File: src/rtl/aux_sysctl_regs.sv
module aux_sysctl_regs #(
  parameter int DATA_W = 32,
  parameter int LED_W  = 16,
  parameter int SYNC_N = 2
) (
  input  logic              clk,
  input  logic              por_n,
  input  logic              rst_n,
  input  logic              bus_req,
  input  logic              bus_we,
  input  logic [2:0]        bus_sel,
  input  logic [1:0]        bus_size,
  input  logic [1:0]        bus_off,
  input  logic [DATA_W-1:0] bus_wdata,
  output logic [DATA_W-1:0] bus_rdata,
  input  logic              pfail_in,
  output logic              irq,
  output logic              tc_pulse,
  output logic              shutdown_req,
  output logic              reset_req
);
  localparam logic [2:0] S_CFG = 3'd0, S_DIAG = 3'd1, S_MDM = 3'd2, S_AUX1 = 3'd3,
                         S_AUX2 = 3'd4, S_LED = 3'd5, S_SYS = 3'd6;
  localparam logic [1:0] Z_BYTE = 2'd0, Z_HALF = 2'd1, Z_WORD = 2'd2;
  localparam int EN_BIT = 3, ST_BIT = 5, TC_BIT = 1, OFF_BIT = 0, CLR_BIT = 1, RST_BIT = 0;

  logic [7:0]        cfg_q, diag_q, mdm_q, aux1_q, sys_q;
  logic              pf_st, aux2_off;
  logic [LED_W-1:0]  led_q;
  logic [SYNC_N-1:0] pf_sync;
  logic              size_ok, acc, wr, rd;
  logic [DATA_W-1:0] rmux;
  logic              unused_hi;

  assign unused_hi = ^bus_wdata[DATA_W-1:LED_W];

  always_comb begin
    unique case (bus_sel)
      S_CFG, S_DIAG, S_MDM, S_AUX1, S_AUX2: size_ok = (bus_size == Z_BYTE);
      S_LED:                                size_ok = (bus_size == Z_HALF);
      S_SYS:                                size_ok = (bus_size == Z_WORD);
      default:                              size_ok = 1'b0;
    endcase
  end

  assign acc = bus_req && rst_n && (bus_off == 2'd0) && size_ok;
  assign wr  = acc && bus_we;
  assign rd  = acc && !bus_we;

  assign tc_pulse     = wr && (bus_sel == S_AUX1) && bus_wdata[TC_BIT];
  assign shutdown_req = wr && (bus_sel == S_AUX2) && bus_wdata[OFF_BIT];
  assign reset_req    = wr && (bus_sel == S_SYS)  && bus_wdata[RST_BIT];
  assign irq          = pf_st && cfg_q[EN_BIT];

  always_ff @(posedge clk or negedge por_n)
    if (!por_n) pf_sync <= '0;
    else        pf_sync <= {pf_sync[SYNC_N-2:0], pfail_in};

  always_ff @(posedge clk or negedge por_n) begin
    if (!por_n) begin
      cfg_q <= '0; diag_q <= '0; mdm_q <= '0; aux1_q <= '0; sys_q <= '0;
      pf_st <= 1'b0; aux2_off <= 1'b0; led_q <= '0;
    end else if (!rst_n) begin
      cfg_q <= '0; mdm_q <= '0; aux1_q <= '0;
      pf_st <= 1'b0; aux2_off <= 1'b0;
    end else begin
      if (wr && bus_sel == S_AUX2) begin
        aux2_off <= bus_wdata[OFF_BIT];
        pf_st    <= pf_st && !bus_wdata[CLR_BIT];
      end else begin
        pf_st    <= pf_sync[SYNC_N-1] && cfg_q[EN_BIT];
      end
      if (wr) begin
        unique case (bus_sel)
          S_CFG:  cfg_q  <= bus_wdata[7:0];
          S_DIAG: diag_q <= bus_wdata[7:0];
          S_MDM:  mdm_q  <= bus_wdata[7:0];
          S_AUX1: aux1_q <= bus_wdata[7:0] & ~(8'd1 << TC_BIT);
          S_LED:  led_q  <= bus_wdata[LED_W-1:0];
          S_SYS:  if (bus_wdata[RST_BIT]) sys_q <= 8'h02;
          default: ;
        endcase
      end
    end
  end

  always_comb begin
    rmux = '0;
    unique case (bus_sel)
      S_CFG:  rmux[7:0] = cfg_q;
      S_DIAG: rmux[7:0] = diag_q;
      S_MDM:  rmux[7:0] = mdm_q;
      S_AUX1: rmux[7:0] = aux1_q;
      S_AUX2: begin rmux[ST_BIT] = pf_st; rmux[OFF_BIT] = aux2_off; end
      S_LED:  rmux[LED_W-1:0] = led_q;
      S_SYS:  rmux[7:0] = sys_q;
      default: ;
    endcase
  end

  always_ff @(posedge clk or negedge por_n)
    if (!por_n) bus_rdata <= '0;
    else        bus_rdata <= rd ? rmux : '0;
endmodule


File: config.mk
export PLATFORM = sky130hd
export DESIGN_NAME = aux_sysctl_regs
export DESIGN_NICKNAME = d
export VERILOG_FILES = /design/src/rtl/aux_sysctl_regs.sv
export SDC_FILE = /design/constraint.sdc
export NUM_CORES = 1
export LEC_CHECK = 0
export BUFFER_PORTS_ARGS = -buffer_cell sky130_fd_sc_hd__buf_2
export CAP_MARGIN = 20
export CORE_MARGIN = 8
export CORE_UTILIZATION = 53
export CTS_CLUSTER_DIAMETER = 200
export DETAILED_ROUTE_END_ITERATION = 10
export PLACE_DENSITY = 0.83
export SYNTH_ARGS = -nofsm -noshare
export SYNTH_HDL_FRONTEND = slang
export SYNTH_SLANG_ARGS = --single-unit
export TNS_END_PERCENT = 10
File: constraint.sdc
create_clock -name clk -period 1.2 [get_ports clk]
set_input_delay 0.06 -clock clk [delete_from_list [all_inputs] [get_ports clk]]
set_output_delay 0.06 -clock clk [all_outputs]
set_load 0.005 [all_outputs]
Yosys cells after proc, flatten, opt, wreduce, memory -nomap -nowiden

Cells that the tools add are included.

Mux-type cells: 20
Equality and inequality tests: 13
Reduce and logical (&&, ||, !) cells: 26

Operator list:

| kind                                                   | number |
|---|---|
| two-way mux 8 bit                                      | 10 |
| case mux 4 bit (6 select lines)                        | 1 |
| two-way mux 16 bit                                     | 1 |
| logical AND 1 bit                                      | 14 |
| case mux 1 bit (6 select lines)                        | 2 |
| inequality test 2 x 1 -> 1 bit (second input constant) | 5 |
| case mux 2 bit (5 select lines)                        | 1 |
| == test 3 bit (second input constant)                  | 3 |
| == test 3 x 2 -> 1 bit (second input constant)         | 2 |
| AND reduction 2 bit                                    | 3 |
| AND reduction 3 bit                                    | 2 |
| OR reduction 5 bit                                     | 1 |
| logical NOT 2 bit                                      | 2 |
| two-way mux 1 bit                                      | 4 |
| AND reduction 4 bit                                    | 1 |
| == test 3 x 1 -> 1 bit (second input constant)         | 1 |
| logical NOT 3 bit                                      | 1 |
| case mux 1 bit (3 select lines)                        | 1 |
| == test 2 x 1 -> 1 bit (second input constant)         | 1 |
| == test 2 bit (second input constant)                  | 1 |
| logical NOT 1 bit                                      | 2 |

Register bits: 69
Output and inout bits: 36
Input bits: 45
Logic and storage cells: 69

Longest topological paths before layout

Depth after elaboration: 8
Mapped depth: 7
Depth with buffers taken out: 4

Worst setup path before layout

Ideal clock, no wire load.

Kind: input -> register
From: input rst_n
To: register led_q[10]
Setup time: 0.125 ns
Stages on the path: 7
Buffers on the path: 3
Arrival: 1.215 ns
Slack: -0.140 ns
Data required time: 1.075 ns
Cell sequence: buf_4 > and4bb_4 > and2_4 > nand2b_1 > buf_6 > buf_8 > mux2_4

Cells in the longest elaborated chain, start to end: 5

RTL lines:

| what                                   | line | RTL |
|---|---|---|
| from (decl)                            | 8    | `input logic rst_n,` |
| logical AND 1 bit (3 in series)        | 46   | `assign acc = bus_req && rst_n && (bus_off == 2'd0) && size_ok;` |
| logical AND 1 bit                      | 47   | `assign wr = acc && bus_we;` |
| AND reduction 3 bit (no source line) * | n/a  |  |
| to (signal assigned)                   | 79   | `S_LED: led_q <= bus_wdata[LED_W-1:0];` |
| to (decl)                              | 29   | `logic [LED_W-1:0] led_q;` |

Mark *: on every way between the ends. The rest lies on a longest branch, timed or not.
A chain may end at the register's enable or synchronous reset.

Worst setup path in the final report

From: register aux2_off
To: register bus_rdata[0]

Cells in the longest elaborated chain, start to end: 2

RTL lines:

| what                            | line | RTL |
|---|---|---|
| from (decl)                     | 28   | `logic pf_st, aux2_off;` |
| from (signal assigned)          | 68   | `aux2_off <= bus_wdata[OFF_BIT];` |
| case mux 1 bit (6 select lines) | 89   | `unique case (bus_sel)` |
| two-way mux 16 bit              | 103  | `else bus_rdata <= rd ? rmux : '0;` |
| to (signal assigned)            | 103  |  |
| to (decl)                       | 15   | `output logic [DATA_W-1:0] bus_rdata,` |

No other way between the ends.

==> flow_metrics.env <==
export IMPL_outcome="completed"
export IMPL_core_area_um2=5850
export IMPL_wirelength_um=8380
export IMPL_p_leak_nw=2.11
export IMPL_setup_violations_final=0
export IMPL_diodes=0
export IMPL_yosysSeqAreaShare_pct=53.6
export IMPL_grt_max_degree=69
export IMPL_drc=0
export IMPL_syn2layout_area_growth_pct=29.2
export IMPL_clock_root_buffer="clkbuf_8"
export IMPL_die_x_um=93.4
export IMPL_yosys_area_share_adder_pct=0
export IMPL_r2r_start="aux2_off"
export IMPL_synth_xor_area_share_pct=0
export IMPL_cp_required_ps=1440
export IMPL_fin_crit_ps=1160
export IMPL_synth_warnings=0
export IMPL_r2r_end="bus_rdata[0]"
export IMPL_gp_congestion=0.871
export IMPL_setup_ws_ps=39.8
export IMPL_drive_gt1_share_pct=37.0
export IMPL_hold_depth=2
export IMPL_ys_flop_type="dfrtp_1"
export IMPL_crit_path_end_kind="register"
export IMPL_synth_seq_cells=68
export IMPL_cts_buffers=9
export IMPL_synth_top_family_by_area="multiplexers"
export IMPL_die_area_um2=8720
export IMPL_yosys_top_cells_area="dfrtp_1 (54%), mux2_2 (7.8%), o21ai_0 (4.9%)"
export IMPL_finish_utilization_pct=70.0
export IMPL_rrSetupSlack_ps=40
export IMPL_wl_per_cell_um=18.8
export IMPL_syn_area_um2=3170
export IMPL_worstPathArrival_ps=1400
export IMPL_numPortBuffers=48
export IMPL_yosysTopAreaCellShare_pct=53.6
export IMPL_hpwlAfterDp_um=5130
export IMPL_ff_latch_area_um2=1700
export IMPL_critPathKind="reg -> reg"
export IMPL_syn_area_per_cell_um2=11.5
export IMPL_synthDistinctLibCells=40
export IMPL_yosys_area_top_type="dfrtp_1"
export IMPL_fmax_mhz=862
export IMPL_grt_antenna_before_repair=0
export IMPL_drt_iter0_drc=343
export IMPL_slew_viol_final=0
export IMPL_r2r_cells=3
export IMPL_fillers=370
export IMPL_fin_nets=410
export IMPL_synth_edf_count=0
export IMPL_grt_usage_pct=20.0
export IMPL_dpl_worst_slack_ps=-135
export IMPL_gr_total_overflow=0
export IMPL_grt_first_pass_wirelength_um=13300
export IMPL_async_flop_share_pct=100
export IMPL_vias=2541
export IMPL_holdPathEnd="led_q[0]"
export IMPL_multi_input_area_um2=1340
export IMPL_clk_latency_ps=350
export IMPL_post_route_period_util_pct=96.7
export IMPL_ant_nets=0
export IMPL_first_pass_iters=4
export IMPL_synth_compound_area_share_pct=8.76
export IMPL_holdCritStartpoint="bus_wdata[0]"
export IMPL_die_h_um=93.4
export IMPL_clock_sinks=68
export IMPL_skew_ps=6.88
export IMPL_cts_tree="done"
export IMPL_p_per_area_nw_per_um2=1240
export IMPL_via_per_inst=5.71
export IMPL_io_pins=81
export IMPL_initial_core_util_pct=54.2
export IMPL_htreeDepth=3
export IMPL_vdd_drop_max_mv=0.839
export IMPL_path_max_fanout=2
export IMPL_synthSimpleGateAreaFrac_pct=14.9
export IMPL_muxShareOfSynthArea_pct=15.7
export IMPL_fp_row_count=28
export IMPL_cap_viol_max_count=0
export IMPL_hold_class="in -> reg"
export IMPL_grt_pass1_vias=2521
export IMPL_ctsLongestPathBuffers=2
export IMPL_clkTransAtPathRegs_ps=70
export IMPL_finalHoldViolations=0
export IMPL_synth_cells=275
export IMPL_cp_start_kind="register"
==> cells in the mapped netlist, drive strengths merged, types with 3 or more instances <==
cell type / n
clkbuf: 7
o211ai: 3
mux2: 32
nand4: 4
o21ai: 31
dfrtp: 68
nand3: 26
buf: 25
mux2i: 10
nor2: 5
nand2: 19
nor2b: 3
a21boi: 4
a21oi: 5
and3: 3
and2: 11
==> final cells by class <==
class	count	area share [%]
clock buffer	10	3.36
multi-input combinational	190	32.8
clock inverter	6	2.72
sequential	68	41.5
tap	75	2.29
timing repair buffer	96	17.3
==> logic make-up after synthesis <==
family / Yosys count
AND/OR/NAND/NOR: 84
AO/OA/AOI/OAI: 48
multiplexers: 42
other: 1
flip-flops: 68
buffers and inverters: 32
==> per-stage QoR <==
stage                     TNS (ps)  instances  area, um^2  power [mW]  hold slack (ps)
final                            0        445        4100        5.08             33.0
after floorplan              -1120        290        3240        2.56             -236
after global routing          -133        445        4100        5.23             36.4
after detailed placement     -3920        409        3600        2.71              104
after CTS                        0        441        4010        5.03             29.4
after global placement       -2900        409        3600        2.70             99.4
==> registers in the layout, summed over array words and instances (netlist names), 2 cells and up <==
name	cells
cfg_q	8
diag_q	8
mdm_q	8
bus_rdata	16
led_q	16
pf_sync	2
aux1_q	7
==> how the worst max path moves through the flow <==
stage,slack (ps),end,start,depth (start not counted)
6_report,40,bus_rdata[0],aux2_off,3
5_1_grt,-70,tc_pulse,bus_sel[0],7
3_5_place_dp,-140,led_q[10],bus_off[0],6
4_1_cts,10,bus_rdata[2],cfg_q[2],3
3_3_place_gp,-110,led_q[14],bus_off[0],6
2_1_floorplan,-110,led_q[10],rst_n,7
==> worst max-delay path, cell delays in order (launching register included) <==
cell and delay [ps]:
dfrtp_1 390, mux2_2 260, a221oi_1 320, nor2b_1 80
==> power breakdown <==
group | leakage, nW | switching (mW) | internal, mW | total [mW]
sequential | 0.943 | 0.0144 | 2.32 | 2.33
clock | 0.122 | 0.898 | 1.44 | 2.33
combinational | 1.04 | 0.223 | 0.196 | 0.419
total | 2.11 | 1.14 | 3.95 | 5.08
==> per-layer routing <==
| layer | GRT usage (%) | share of wire (%) | up-vias |
|---|---|---|---|
| met5 | 0 | 0 | - |
| met4 | 8.32 | 2.2 | 0 |
| met3 | 6.01 | 9.9 | 19 |
| met2 | 32.0 | 50 | 127 |
| met1 | 24.4 | 38 | 1264 |
| li1 | - | - | 1131 |
==> timing repair <==
action                                 in CTS  in global routing
hold buffers                               16                  0
setup buffers                               0                  4
setup endpoints to repair                   3                  3
pin swaps                                   0                  8
gates resized for setup                     3                 17
endpoints found under the hold margin      87                  0
==> cell usage in the layout, fill, tap and decap left out, types with 10 or more instances in the layout <==
cell type	synthesis	final
dlygate4sd3_1	0	16
clkbuf_8	0	10
buf_4	18	29
dfrtp_1	68	68
nand2_1	19	19
mux2i_1	10	10
and2_1	10	10
o21ai_0	31	30
mux2_2	22	22
conb_1	1	16
nand3_1	25	25
buf_2	3	43
mux2_4	10	10
Power figures use the tool's default switching activity.
